==> config.mk <==
export PLATFORM = sky130hd
export DESIGN_NAME = vec_expand
export DESIGN_NICKNAME = d
export VERILOG_FILES = /design/src/rtl/vx_pkg.sv /design/src/rtl/vx_len_table.sv /design/src/rtl/vx_seq.sv /design/src/rtl/vx_opgen.sv /design/src/rtl/vec_expand.sv
export SDC_FILE = /design/constraint.sdc
export NUM_CORES = 1
export LEC_CHECK = 0
export ABC_AREA = 1
export BUFFER_PORTS_ARGS = -buffer_cell sky130_fd_sc_hd__buf_2
export CAP_MARGIN = 20
export CORE_UTILIZATION = 50
export DETAILED_ROUTE_END_ITERATION = 7
export PLACE_DENSITY_LB_ADDON = 0.3
export SLEW_MARGIN = 5
export SYNTH_ARGS = -nofsm -noshare
export SYNTH_HDL_FRONTEND = slang
export SYNTH_SLANG_ARGS = --single-unit
==> constraint.sdc <==
create_clock -name clk_i -period 4.3 [get_ports clk_i]
set_input_delay 1.075 -clock clk_i [delete_from_list [all_inputs] [get_ports clk_i]]
set_output_delay 1.075 -clock clk_i [all_outputs]
set_load 0.02 [all_outputs]
==> src/rtl/vx_pkg.sv <==
package vx_pkg;
  localparam int unsigned NUM_OPS = 3;
  typedef enum int unsigned {OPD_RD = 0, OPD_RS1 = 1, OPD_RS2 = 2} opd_e;
endpackage

==> src/rtl/vx_len_table.sv <==
module vx_len_table #(
  parameter int unsigned REG_W = 5,
  parameter int unsigned LEN_W = 4,
  parameter int unsigned NRD   = 3
) (
  input  logic                      clk_i,
  input  logic                      rst_ni,
  input  logic                      we_i,
  input  logic [REG_W-1:0]          wa_i,
  input  logic [LEN_W-1:0]          wd_i,
  input  logic [NRD-1:0][REG_W-1:0] ra_i,
  output logic [NRD-1:0][LEN_W-1:0] rd_o
);
  localparam int unsigned NREG = 1 << REG_W;

  logic [NREG-1:0][LEN_W-1:0] len_q;

  always_ff @(posedge clk_i or negedge rst_ni) begin
    if (!rst_ni) len_q <= '0;
    else if (we_i) len_q[wa_i] <= wd_i;
  end

  for (genvar p = 0; p < NRD; p++) begin : g_rd
    assign rd_o[p] = len_q[ra_i[p]];
  end
endmodule

==> src/rtl/vx_seq.sv <==
module vx_seq
  import vx_pkg::*;
#(
  parameter int unsigned REG_W = 5,
  parameter int unsigned LEN_W = 4,
  parameter int unsigned OP_W  = 7
) (
  input  logic                          clk_i,
  input  logic                          rst_ni,
  input  logic                          in_valid_i,
  input  logic                          full_i,
  input  logic [OP_W-1:0]               in_op_i,
  input  logic [NUM_OPS-1:0][REG_W-1:0] in_regs_i,
  input  logic [NUM_OPS-1:0][LEN_W-1:0] in_lens_i,
  output logic                          busy_o,
  output logic [OP_W-1:0]               op_o,
  output logic [NUM_OPS-1:0][REG_W-1:0] regs_o,
  output logic [NUM_OPS-1:0]            vec_o,
  output logic [LEN_W-1:0]              idx_o
);
  logic             busy_q;
  logic [LEN_W-1:0] idx_q, last_q, max_len, last_d;
  logic             accept, take;

  // longest vector among operands; zero entries mean scalar
  always_comb begin
    max_len = '0;
    for (int p = 0; p < int'(NUM_OPS); p++)
      if (in_lens_i[p] > max_len) max_len = in_lens_i[p];
    last_d = (max_len == '0) ? '0 : max_len - 1'b1;
  end

  assign accept = in_valid_i && !busy_q;
  assign take   = busy_q && !full_i;

  always_ff @(posedge clk_i or negedge rst_ni) begin
    if (!rst_ni) begin
      busy_q <= 1'b0;
      idx_q  <= '0;
      last_q <= '0;
      op_o   <= '0;
      regs_o <= '0;
      vec_o  <= '0;
    end else if (accept) begin
      busy_q <= 1'b1;
      idx_q  <= '0;
      last_q <= last_d;
      op_o   <= in_op_i;
      regs_o <= in_regs_i;
      for (int p = 0; p < int'(NUM_OPS); p++) vec_o[p] <= (in_lens_i[p] != '0);
    end else if (take) begin
      if (idx_q == last_q) busy_q <= 1'b0;
      else idx_q <= idx_q + 1'b1;
    end
  end

  assign busy_o = busy_q;
  assign idx_o  = idx_q;
endmodule

==> src/rtl/vx_opgen.sv <==
module vx_opgen #(
  parameter int unsigned REG_W = 5,
  parameter int unsigned LEN_W = 4
) (
  input  logic [REG_W-1:0] base_i,
  input  logic             vec_i,
  input  logic [LEN_W-1:0] idx_i,
  output logic [REG_W-1:0] reg_o,
  output logic             wrap_o
);
  localparam int unsigned SUM_W = REG_W + LEN_W + 1;

  logic [SUM_W-1:0] sum;

  assign sum    = SUM_W'(base_i) + (vec_i ? SUM_W'(idx_i) : '0);
  assign reg_o  = sum[REG_W-1:0];
  assign wrap_o = |sum[SUM_W-1:REG_W];
endmodule

==> src/rtl/vec_expand.sv <==
module vec_expand
  import vx_pkg::*;
#(
  parameter int unsigned REG_W = 5,
  parameter int unsigned LEN_W = 4,
  parameter int unsigned OP_W  = 7
) (
  input  logic             clk_i,
  input  logic             rst_ni,
  input  logic             cfg_we_i,
  input  logic [REG_W-1:0] cfg_reg_i,
  input  logic [LEN_W-1:0] cfg_len_i,
  input  logic             in_valid_i,
  output logic             in_ready_o,
  input  logic [OP_W-1:0]  in_op_i,
  input  logic [REG_W-1:0] in_rd_i,
  input  logic [REG_W-1:0] in_rs1_i,
  input  logic [REG_W-1:0] in_rs2_i,
  output logic             push_o,
  input  logic             full_i,
  output logic [OP_W-1:0]  out_op_o,
  output logic [REG_W-1:0] out_rd_o,
  output logic [REG_W-1:0] out_rs1_o,
  output logic [REG_W-1:0] out_rs2_o,
  output logic             wrap_err_o
);
  logic [NUM_OPS-1:0][REG_W-1:0] in_regs, base_regs, out_regs;
  logic [NUM_OPS-1:0][LEN_W-1:0] in_lens;
  logic [NUM_OPS-1:0]            vec, wrap;
  logic [LEN_W-1:0]              idx;
  logic                          busy, err_q;

  assign in_regs[OPD_RD]  = in_rd_i;
  assign in_regs[OPD_RS1] = in_rs1_i;
  assign in_regs[OPD_RS2] = in_rs2_i;

  vx_len_table #(.REG_W(REG_W), .LEN_W(LEN_W), .NRD(NUM_OPS)) u_tbl (
    .clk_i (clk_i),
    .rst_ni(rst_ni),
    .we_i  (cfg_we_i),
    .wa_i  (cfg_reg_i),
    .wd_i  (cfg_len_i),
    .ra_i  (in_regs),
    .rd_o  (in_lens)
  );

  vx_seq #(.REG_W(REG_W), .LEN_W(LEN_W), .OP_W(OP_W)) u_seq (
    .clk_i     (clk_i),
    .rst_ni    (rst_ni),
    .in_valid_i(in_valid_i),
    .full_i    (full_i),
    .in_op_i   (in_op_i),
    .in_regs_i (in_regs),
    .in_lens_i (in_lens),
    .busy_o    (busy),
    .op_o      (out_op_o),
    .regs_o    (base_regs),
    .vec_o     (vec),
    .idx_o     (idx)
  );

  for (genvar p = 0; p < NUM_OPS; p++) begin : g_opd
    vx_opgen #(.REG_W(REG_W), .LEN_W(LEN_W)) u_gen (
      .base_i(base_regs[p]),
      .vec_i (vec[p]),
      .idx_i (idx),
      .reg_o (out_regs[p]),
      .wrap_o(wrap[p])
    );
  end

  always_ff @(posedge clk_i or negedge rst_ni) begin
    if (!rst_ni) err_q <= 1'b0;
    else if (busy && !full_i && |wrap) err_q <= 1'b1;
  end

  assign in_ready_o = !busy;
  assign push_o     = busy;
  assign out_rd_o   = out_regs[OPD_RD];
  assign out_rs1_o  = out_regs[OPD_RS1];
  assign out_rs2_o  = out_regs[OPD_RS2];
  assign wrap_err_o = err_q;
endmodule

# Word level (Yosys, flattened, before mapping)
# Index checks and enable logic that the tools add are counted.
[classes]
n_mux = 22
magnitude_cmp = 8
eq_ne = 2
reduce_logical = 15
n_addsub = 5
[op_table]
columns = ["operator", "count"]
rows = [
  ["$bwmux W128", 1],
  ["$bmux W4 S5", 3],
  ["$mux W4", 14],
  ["$add A5 B10 Y10", 3],
  ["$lt A5 B6 Y1 const B", 4],
  ["$demux W4 S5", 1],
  ["$reduce_or A15 Y1", 1],
  ["$reduce_bool A4 Y1", 3],
  ["$gt A4 B4 Y1", 2],
  ["$ge A5 B1 Y1 const B", 1],
  ["$add A4 B1 Y4 const B", 1],
  ["$eq A4 B4 Y1", 1],
  ["$gt A4 B1 Y1 const B", 1],
  ["$logic_and A1 B1 Y1", 4],
  ["$logic_not A4 Y1", 1],
  ["$reduce_and A2 Y1", 2],
  ["$reduce_bool A2 Y1", 2],
  ["$sub A4 B1 Y4 const B", 1],
  ["$mux W1", 3],
  ["$logic_not A1 Y1", 2],
  ["$ne A2 B1 Y1 const B", 1],
]
[word_totals]
output_inout_bits = 25
reg_bits = 163

# Logic depth before layout (Yosys ltp)
# Gate-level depths: netlist of run 1.
[logic_depth]
word_depth = 10
depth_mapped = 34
mapped_depth_nobuf = 32

# By module
# A second synthesis of run 1 with hierarchy kept.
[unflattened]
cells_unflattened = 1729
hier_area_um2 = 11048.1
[modules_own_cells]
columns = ["module", "area_per_inst_um2", "seq_area_each_um2", "n_inst", "cells_each"]
rows = [
  ["vx_len_table", 8490.6, 3203.1, 1, 1370],
  ["vx_seq", 1870.5, 850.8, 1, 239],
  ["vx_opgen at g_opd[0].u_gen ...", 206.4, 0.0, 2, 37],
  ["vx_opgen at g_opd[2].u_gen", 216.5, 0.0, 1, 37],
  ["vec_expand", 57.6, 25.0, 1, 9],
]

# Worst setup path before layout of run 1
# Ideal clock, no wire load.
[synth_path]
path_kind = "input port to flip-flop"
from = "input port in_rd_i[0]"
to = "register u_seq.last_q[2]"
cell_stages = 30
n_path_buf = 3
slack_ns = -0.009
setup_ns = 0.118
t_arrival_ns = 4.190
cell_sequence = "buf_4 -> buf_4 -> buf_2 -> o21ai_0 -> o22ai_1 -> nor2_1 -> o31ai_1 -> nand2_1 -> ha_1 -> nand2_1 -> inv_1 -> o21ai_0 -> nand2_1 -> nand2_1 -> inv_1 -> o21ai_1 -> inv_1 -> ha_1 -> inv_1 -> nor2_2 -> nor2_2 -> nand2_4 -> nand2_4 -> nand2_1 -> nand2_2 -> nand2_2 -> inv_2 -> nand2_2 -> nand3_1 -> nand2_1"
[synth_between]
elab_chain_cells = 10
word_cells_on_any_way = 11
[synth_lines]
columns = ["element", "line_no", "rtl"]
rows = [
  ["from (decl)", "vec_expand.sv:16", "input logic [REG_W-1:0] in_rd_i,"],
  ["$bmux W4 S5 *", "vx_len_table.sv:24", "assign rd_o[p] = len_q[ra_i[p]];"],
  ["$mux W4 (implied by the code) *", "vx_len_table.sv:24", ""],
  ["$gt A4 B1 Y1", "vx_seq.sv:29", "if (in_lens_i[p] > max_len) max_len = in_lens_i[p];"],
  ["$mux W4 *", "vx_seq.sv:29", ""],
  ["$gt A4 B4 Y1", "vx_seq.sv:29", ""],
  ["$mux W4 *", "vx_seq.sv:29", ""],
  ["$gt A4 B4 Y1", "vx_seq.sv:29", ""],
  ["$mux W4 *", "vx_seq.sv:29", ""],
  ["$sub A4 B1 Y4 or $logic_not A4 Y1 (tied branches)", "vx_seq.sv:30", "last_d = (max_len == '0) ? '0 : max_len - 1'b1;"],
  ["$mux W4 *", "vx_seq.sv:30", ""],
  ["to (signal assigned)", "vx_seq.sv:47", "last_q <= last_d;"],
  ["to (decl)", "vx_seq.sv:22", "logic [LEN_W-1:0] idx_q, last_q, max_len, last_d;"],
]
# Mark *: on every way between the ends. The rest lies on a longest branch, timed or not. The select of a mux whose other input is x is not followed.
# A chain may end at the register's enable or synchronous reset.

# Final worst setup path of run 1
[layout_path]
from = "input port in_rs1_i[0]"
to = "register u_seq.last_q[0]"
[layout_between]
elab_chain_cells = 8
word_cells_on_any_way = 9
[layout_lines]
columns = ["element", "line_no", "rtl"]
rows = [
  ["from (decl)", "vec_expand.sv:17", "input logic [REG_W-1:0] in_rs1_i,"],
  ["$bmux W4 S5 *", "vx_len_table.sv:24", ""],
  ["$mux W4 (implied by the code) *", "vx_len_table.sv:24", ""],
  ["$gt A4 B4 Y1", "vx_seq.sv:29", ""],
  ["$mux W4 *", "vx_seq.sv:29", ""],
  ["$gt A4 B4 Y1", "vx_seq.sv:29", ""],
  ["$mux W4 *", "vx_seq.sv:29", ""],
  ["$sub A4 B1 Y4 or $logic_not A4 Y1 (tied branches)", "vx_seq.sv:30", ""],
  ["$mux W4 *", "vx_seq.sv:30", ""],
]
# Marked as above.

==> results.cfg, run 1 <==
[timing]
finalSetupViolCount = 0
relSlewSlack = 0.2320
worst_pin_slew_ns = 1.146
final_max_slew_viol_count = 0
max_freq_mhz = 242.5
finalHoldViolations = 0
min_period_ns = 4.123
finClkSkew_ns = 0.01189
period_share = 0.9589

[logic_synthesis]
async_flop_share = 1.000
synthFlopType = dfrtp_1
ys_types = 48
syn_nets = 1592
synth_area_leaders = dfrtp_1, o21ai_0, nand2_1
ys_ff_latch = 163
synthesis.area_um2 = 10730
synth_top_area_cell = dfrtp_1
ys_seq_area_frac = 0.3800
yosys_warnings = 0
synthCells = 1533
synth_edf_count = 0
synth.top_cell.area_share = 0.3800
synth.avg_cell_area_um2 = 7.001

[drt]
wl_per_cell_um = 20.98
num_vias = 11600
drt_wl_total_mm = 40.31
antenna_left = 0
via_per_inst = 6.033
drcViolationCount = 0
drtIter0Drc = 1346
firstDrtPassIters = 6

[placement]
port-buffer-count = 60
place_area_um2 = 11910
post-dp-hpwl_mm = 27.59
dp.cells = 1876
gp_congestion = 0.9803

[worst_setup_path]
cpMostUsedCell = nand2_1
path_buf_inv = 8
critPathKind = in2reg
crit_path_start_kind = input port
reg2reg_depth = 27
rr_startpoint = u_tbl.len_q[117]
critPathSlowestCell = ha_1
r2r-end = u_seq.last_q[0]
reg2reg_slack_ns = 0.77
cp.required_ns = 4.61
critPathMaxFanout = 8
endpoint_kind = flip-flop
critPathTopFamily = simple AND/OR/NAND/NOR gates
slowest_delay_ns = 0.28
crit_cells = 30
crit_arrival_ns = 4.44

[grt]
grt_max_degree = 86
antenna_found_initial = 0
grt_pass1_wl_mm = 60.44
grt_usage = 0.3616
grt_pass1_vias = 10450
grt-ovfl-total = 0

[min_path]
whs_path_depth = 1
min_from = wrap_err_o
holdPathEnd = wrap_err_o
hp-class = reg2reg

[floorplan]
rows = 53
die_h_um = 148.5
start_util = 0.5106
ios = 61
fp.dieW_um = 148.5
dieArea_um2 = 22060
core_um2 = 21020

[cells_and_area]
final_nets = 1693
nFillCells = 1919
final_area_um2 = 13010
syn_to_final_growth_pct = 21.22
final_cells = 1922
drive_above_1_share = 0.1573
antenna_cells = 0

[run_status]
status = finished, final reports clean

[cts]
hold_buffers = 0
clock_path_buffers = 2
clk_pin_slew_worst_paths_ns = 0.06
clk_root_buffer_cell = clkbuf_16
clock_sinks = 163
cts_tree = built
cts_inserted_buffers = 17
clk-insertion-delay-late_ns = 0.44
cts_max_level = 4

[pwr]
vdd_ir_drop_max_mv = 0.2705
design_power_total_mw = 6.521
p_leak_nw = 6.086
powerDensity_nw_per_um2 = 501.2

[job]
drv_cap = 0
==> through the flow <==
stage | TNS (ns) | setup slack (ns) | hold WS [ns] | util
floorplan | 0 | 0.03163 | 0.4530 | -
global placement | -0.8721 | -0.2463 | 0.4346 | 0.5653
detailed placement | -1.493 | -0.4263 | 0.4437 | 0.5666
CTS | 0 | 0.07556 | 0.4538 | 0.5948
global route | -0.04057 | -0.02964 | 0.4836 | 0.6189
finish | 0 | 0.1768 | 0.4505 | 0.6189
==> cells by family (layout without fill, tap and decap cells) <==
| kind of cell | Yosys count | in the layout | share of synthesized area |
|---|---|---|---|
| DFF | 163 | 163 | 0.3800 |
| xor gates and xnor gates | 12 | 12 | 0.009793 |
| adders and majority gates | 23 | 23 | 0.02891 |
| and+or+nand+nor | 677 | 677 | 0.2640 |
| AOI/OAI and AO/OA | 441 | 441 | 0.2262 |
| buffers and inverters | 217 | 331 | 0.09105 |
==> report_power, final <==
part	internal [mW]	switching, mW
combinational	1.00	1.58
clock	0.881	0.695
sequential	1.92	0.441
==> area by class of cell <==
cell class                      count  area [um2]  area share
Clock buffer                       19       442.9     0.03404
Clock inverter                     13       148.9     0.01144
Inverter                          129       521.8     0.04010
Multi-Input combinational cell   1153        5791      0.4451
Sequential cell                   163        4079      0.3135
Tap cell                          275       344.1     0.02645
Timing Repair Buffer              170        1683      0.1294
==> sequential cells by signal (all words and copies together) (netlist names) <==
signal,count
u_seq.regs_o,15
u_tbl.len_q,128
u_seq.op_o,7
u_seq.vec_o,3
u_seq.busy_o,1
u_seq.last_q,4
wrap_err_o,1
u_seq.idx_o,4
==> timing repair <==
action	CTS	global route
resized for setup	1	70
hold endpoints to repair	0	0
pin swaps	0	30
setup buffers	0	3
setup endpoints to repair	1	4
gates cloned	0	8
==> synth_stat cells, drive strengths merged (4+ instances only) <==
| cell type | instances |
|---|---|
| a21oi | 60 |
| buf | 55 |
| clkbuf | 33 |
| clkinv | 4 |
| dfrtp | 163 |
| ha | 20 |
| inv | 125 |
| nand2 | 384 |
| nand3 | 127 |
| nand4 | 4 |
| nor2 | 143 |
| nor3 | 16 |
| o211ai | 20 |
| o21ai | 308 |
| o221ai | 27 |
| o22ai | 11 |
| xnor2 | 9 |
==> cells in the final DEF, fill, tap and decap left out, types with 5 or more instances in the layout <==
cell type / n
o21ai_0: 272
a21oi_1: 56
nand2_1: 369
inv_1: 113
nor3_1: 14
buf_4: 72
dfrtp_1: 163
buf_2: 55
nand2_2: 13
o221ai_1: 25
ha_1: 18
xnor2_1: 9
clkinvlp_4: 5
o211ai_1: 20
o21ai_1: 31
buf_12: 22
nand3_1: 118
o22ai_1: 11
inv_2: 7
buf_6: 5
nor2_1: 140
clkbuf_16: 25
nand3_2: 8
==> metal layers <==
layer	up-vias	global-route usage	wire length, um
met2	709	0.5631	17960
met3	137	0.07055	4170
met4	0	0.1448	1745
li1	5353	-	-
met1	5397	0.4932	16440
met5	-	0	0
==> worst max path at each step <==
stage | slack, ns | from | to
3_5_place_dp | -0.43 | in_rs1_i[0] | u_seq.last_q[0]
3_3_place_gp | -0.25 | in_rs1_i[0] | u_seq.last_q[2]
5_1_grt | -0.03 | in_rd_i[1] | u_seq.last_q[0]
2_1_floorplan | 0.03 | in_rd_i[0] | u_seq.last_q[2]
6_report | 0.18 | in_rs1_i[0] | u_seq.last_q[0]
4_1_cts | 0.08 | in_rd_i[0] | u_seq.last_q[0]
(Power assumes the default switching activity.)
==> run 2: changes to the inputs <==
==> constraint.sdc (replaced) <==
create_clock -name clk_i -period 3.8 [get_ports clk_i]
set_input_delay 0.95 -clock clk_i [delete_from_list [all_inputs] [get_ports clk_i]]
set_output_delay 0.95 -clock clk_i [all_outputs]
set_load 0.02 [all_outputs]
==> results.cfg, run 2 (same netlist as run 1, synthesis figures left out) <==
[cells_and_area]
largest_reg_flops = 128
multi_input_area_um2 = 5908
top_register = u_tbl.len_q
seq_area_um2 = 4079
nFillCells = 1856
drive_above_1_share = 0.1812
syn_to_final_growth_pct = 24.67
final_nets = 1718
antenna_cells = 0
mostFrequentLayoutCells = nand2_1, o21ai_0, dfrtp_1
final_common_cell = nand2_1
final_cells = 1947
reg_top3 = u_tbl.len_q x128, u_seq.regs_o x15, u_seq.op_o x7
final_area_um2 = 13380

[worst_setup_path]
critPathMaxFanout = 7
critPathSlowestCell = ha_1
rr_startpoint = u_tbl.len_q[43]
cpMostUsedCell = nand2_2
critPathKind = in2reg
r2r-end = u_seq.last_q[1]
reg2reg_slack_ns = 0.16
reg2reg_depth = 26
endpoint_kind = flip-flop
cp.required_ns = 4.11
crit_path_start_kind = input port
crit_arrival_ns = 4.22
slowest_delay_ns = 0.29

[floorplan]
fp.dieW_um = 148.5
core_um2 = 21020
rows = 53
dieArea_um2 = 22060
ios = 61
die_h_um = 148.5
start_util = 0.5106

[drt]
drcViolationCount = 6
drtIter0Drc = 1667
antenna_left = 0
wl_per_cell_um = 20.61
firstDrtPassIters = 8
num_vias = 11850
drt_wl_total_mm = 40.13
via_per_inst = 6.086

[grt]
grt-ovfl-total = 0
use_met1 = 0.4732
grt_pass1_wl_mm = 58.80
grt_use_met2 = 0.5400
antenna_found_initial = 0
grt_pass1_vias = 10550
grt_usage = 0.3506
grt_max_degree = 63
busiest_layer = met2
grt_use_met3 = 0.06564

[cts]
clock_path_buffers = 2
cts_tree = built
hold_buffers = 0
clock_sinks = 163
clk-insertion-delay-late_ns = 0.43
cts_max_level = 4
clk_pin_slew_worst_paths_ns = 0.06
cts_inserted_buffers = 17
clk_root_buffer_cell = clkbuf_16

[timing]
finalSetupViolCount = 4
final_max_slew_viol_count = 0
min_period_ns = 3.910
max_freq_mhz = 255.8
period_share = 1.029
setup_slack_ns = -0.1098
finalSetupTns_ns = -0.3026
finClkSkew_ns = 0.008403
worst_pin_slew_ns = 1.097
finalHoldViolations = 0
rsz0062_at_grt = true
relSlewSlack = 0.2681

[job]
drv_cap = 0

[placement]
post-dp-hpwl_mm = 26.92
place_area_um2 = 11930
gp_congestion = 0.9989
port-buffer-count = 60
dp.cells = 1884

[pwr]
powerDensity_nw_per_um2 = 554.9
vdd_ir_drop_max_mv = 0.2871
design_power_total_mw = 7.425
p_leak_nw = 6.258

[run_status]
failed_checks = DRC, setup timing
status = finished, violations left

[min_path]
whs_path_depth = 1
hp-class = reg2reg
min_from = wrap_err_o
holdPathEnd = wrap_err_o
==> run 2: cell types whose count changed in the layout (fill, tap and decap cells not counted), sizes merged <==
cell	change
buf	+20
clkbuf	+7
clkinv	+2
clkinvlp	-1
inv	-3
==> run 2: how the worst max path moves through the flow <==
stage,startpoint,endpoint,cells after the start
after CTS,in_rd_i[0],u_seq.last_q[2],29
after global placement,in_rs1_i[0],u_seq.last_q[2],29
after global routing,in_rd_i[1],u_seq.last_q[2],29
after detailed placement,in_rd_i[0],u_seq.last_q[2],29
after floorplan,in_rd_i[0],u_seq.last_q[2],32
final,in_rd_i[0],u_seq.last_q[1],27
==> run 2: layout make-up <==
| class | instances | share of cell area |
|---|---|---|
| multi-input cells | 1153 | 0.4416 |
| flip-flops and latches | 163 | 0.3048 |
| repair buffers | 194 | 0.1424 |
| inverters | 129 | 0.04133 |
| clock buffers | 22 | 0.03394 |
| well taps | 275 | 0.02572 |
| clock inverters | 10 | 0.009351 |
| repair inverters | 1 | 0.0008416 |
==> run 2: routing by layer <==
| layer | wire [um] | share of wire | vias up |
|---|---|---|---|
| li1 | - | - | 5399 |
| met1 | 15760 | 0.39 | 5467 |
| met2 | 17470 | 0.44 | 811 |
| met3 | 4766 | 0.12 | 172 |
| met4 | 2125 | 0.053 | 0 |
| met5 | 0 | 0 | - |
==> run 2: through the flow <==
stage / setup WS, ns / hold WS (ns) / utilization
finish: -0.1098 / 0.4602 / 0.6365
global route: -0.2236 / 0.4826 / 0.6365
CTS: 0.01574 / 0.4615 / 0.5998
detailed placement: -0.5200 / 0.4439 / 0.5676
global placement: -0.4543 / 0.4380 / 0.5676
floorplan: -0.1642 / 0.4530 / -
==> run 2: report_power, final <==
group          total, mW  internal [mW]  switching (mW)
Combinational       3.00           1.19            1.81
Clock               1.74          0.993           0.744
Sequential          2.69           2.17           0.517
Total               7.42           4.35            3.07
==> run 2: timing repair <==
action | in CTS | in global routing
gates resized for setup | 10 | 102
endpoints found under the setup margin | 4 | 4
cloned | 2 | 13
buffers inserted | 1 | 15
pin swaps | 3 | 50
hold endpoints to repair | 0 | 0
==> run 2: worst max-delay path, delay by kind of cell <==
kind            cells  cell delay (ns)
compound gates      9             1.16
simple gates       11             1.00
fa+ha+maj           2             0.56
buf+inv             5             0.52
==> run 3: changes to the inputs <==
--- a/config.mk
+++ b/config.mk
@@ -11,6 +11,7 @@
 export CORE_UTILIZATION = 50
 export DETAILED_ROUTE_END_ITERATION = 7
 export PLACE_DENSITY_LB_ADDON = 0.3
+export SKIP_CTS_REPAIR_TIMING = 1
 export SLEW_MARGIN = 5
 export SYNTH_ARGS = -nofsm -noshare
 export SYNTH_HDL_FRONTEND = slang
==> results.cfg, run 3 (same netlist as run 1, synthesis figures left out) <==
[run_status]
status = finished, violations left
failed_checks = DRC

[timing]
min_period_ns = 3.775
finalHoldViolations = 0
rsz0062_at_grt = true
relSlewSlack = 0.2801
finalSetupViolCount = 0
max_freq_mhz = 264.9
worst_pin_slew_ns = 1.079
setup_slack_ns = 0.02512
period_share = 0.9934
finClkSkew_ns = 0.007710
final_max_slew_viol_count = 0

[cts]
clock_path_buffers = 2
clk_root_buffer_cell = clkbuf_16
clock_sinks = 163
cts_max_level = 4
clk-insertion-delay-late_ns = 0.44
clk_pin_slew_worst_paths_ns = 0.06
cts_tree = built
cts_inserted_buffers = 17

[grt]
antenna_found_initial = 0
grt_max_degree = 63
grt_pass1_vias = 10410
grt_pass1_wl_mm = 58.35
grt_usage = 0.3469
grt-ovfl-total = 0

[cells_and_area]
final_common_cell = nand2_1
syn_to_final_growth_pct = 25.26
largest_reg_flops = 128
final_area_um2 = 13440
antenna_cells = 0
top_register = u_tbl.len_q
final_nets = 1721
mostFrequentLayoutCells = nand2_1, o21ai_0, dfrtp_1
final_cells = 1950
reg_top3 = u_tbl.len_q x128, u_seq.regs_o x15, u_seq.op_o x7
drive_above_1_share = 0.1869

[placement]
port-buffer-count = 60
gp_congestion = 0.9989
place_area_um2 = 11930
pre_cts_ws_ns = -0.5200
post-dp-hpwl_mm = 26.92
dp.cells = 1884

[job]
drv_cap = 0

[drt]
drt_wl_total_mm = 40.47
antenna_left = 0
via_per_inst = 6.105
wl_per_cell_um = 20.75
drtIter0Drc = 1717
drcViolationCount = 1
num_vias = 11900
firstDrtPassIters = 8

[pwr]
design_power_total_mw = 7.446
p_int_mw = 4.356
p_clk_frac = 0.234
powerDensity_nw_per_um2 = 553.8
combPwrFrac = 0.404
power.switching_mw = 3.089
p_leak_nw = 6.287
seqPwrFrac = 0.361
vdd_ir_drop_max_mv = 0.3074
p_sw_frac = 0.4149

[floorplan]
rows = 53
fp.dieW_um = 148.5
start_util = 0.5106
ios = 61
dieArea_um2 = 22060
die_h_um = 148.5
core_um2 = 21020

[worst_setup_path]
critPathMaxFanout = 9
critPathSlowestCell = o221ai_1
crit_path_start_kind = input port
cpMostUsedCell = inv_2
crit_arrival_ns = 4.09
slowest_delay_ns = 0.31
critPathKind = in2reg
cp.required_ns = 4.12
endpoint_kind = flip-flop

[min_path]
hp-class = reg2reg
==> run 3: power groups by stage <==
stage / registers (mW) / clock network, mW / logic [mW]
global route: 2.72 / 1.83 / 3.36
global placement: 2.67 / 0 / 2.69
detailed placement: 2.67 / 0 / 2.78
CTS: 2.65 / 1.75 / 2.79
finish: 2.69 / 1.74 / 3.01
floorplan: 2.54 / 0 / 1.95
==> run 3: critical path: cells and delay by family <==
| family | cells | cell delay (ns) |
|---|---|---|
| compound gates | 5 | 0.78 |
| fa+ha+maj | 2 | 0.51 |
| buf+inv | 9 | 0.81 |
| simple gates | 13 | 1.03 |
==> run 3: layout make-up <==
| cell class | instances | area, um2 |
|---|---|---|
| Fill cell | 1827 | 7577 |
| Clock buffer | 22 | 454.2 |
| Clock inverter | 10 | 125.1 |
| Inverter | 129 | 551.8 |
| Tap cell | 275 | 344.1 |
| Sequential cell | 163 | 4079 |
| Timing Repair Buffer | 198 | 1959 |
| Multi-Input combinational cell | 1153 | 5931 |
==> run 3: path summary, 6_finish.rpt <==
| path | start | to | slack [ns] | cells past startpoint |
|---|---|---|---|---|
| worst max-delay path | in_rs1_i[0] | u_seq.last_q[1] | 0.03 | 29 |
| worst max register to register | u_tbl.len_q[43] | u_seq.last_q[1] | 0.30 | 26 |
| worst min register to register | wrap_err_o | wrap_err_o | 0.46 | 1 |
| worst min-delay path | wrap_err_o | wrap_err_o | 0.46 | 1 |
| max in group asynchronous | rst_ni | u_tbl.len_q[88] | 2.55 | 2 |
| min in group asynchronous | rst_ni | u_seq.busy_o | 0.48 | 1 |
==> run 3: metal layers <==
metal	wire, um	global-route usage
met3	4882	0.06411
met1	15820	0.4679
met2	17670	0.5388
met4	2103	0.1608
met5	0	0
==> run 3: metrics by stage <==
step,hold WS [ns],util,setup TNS [ns]
after floorplan,0.4530,-,-0.5457
after global placement,0.4380,0.5676,-1.693
after detailed placement,0.4439,0.5676,-1.962
after CTS,0.4615,0.5952,-0.1997
after global routing,0.4826,0.6395,-0.4920
final,0.4600,0.6395,0
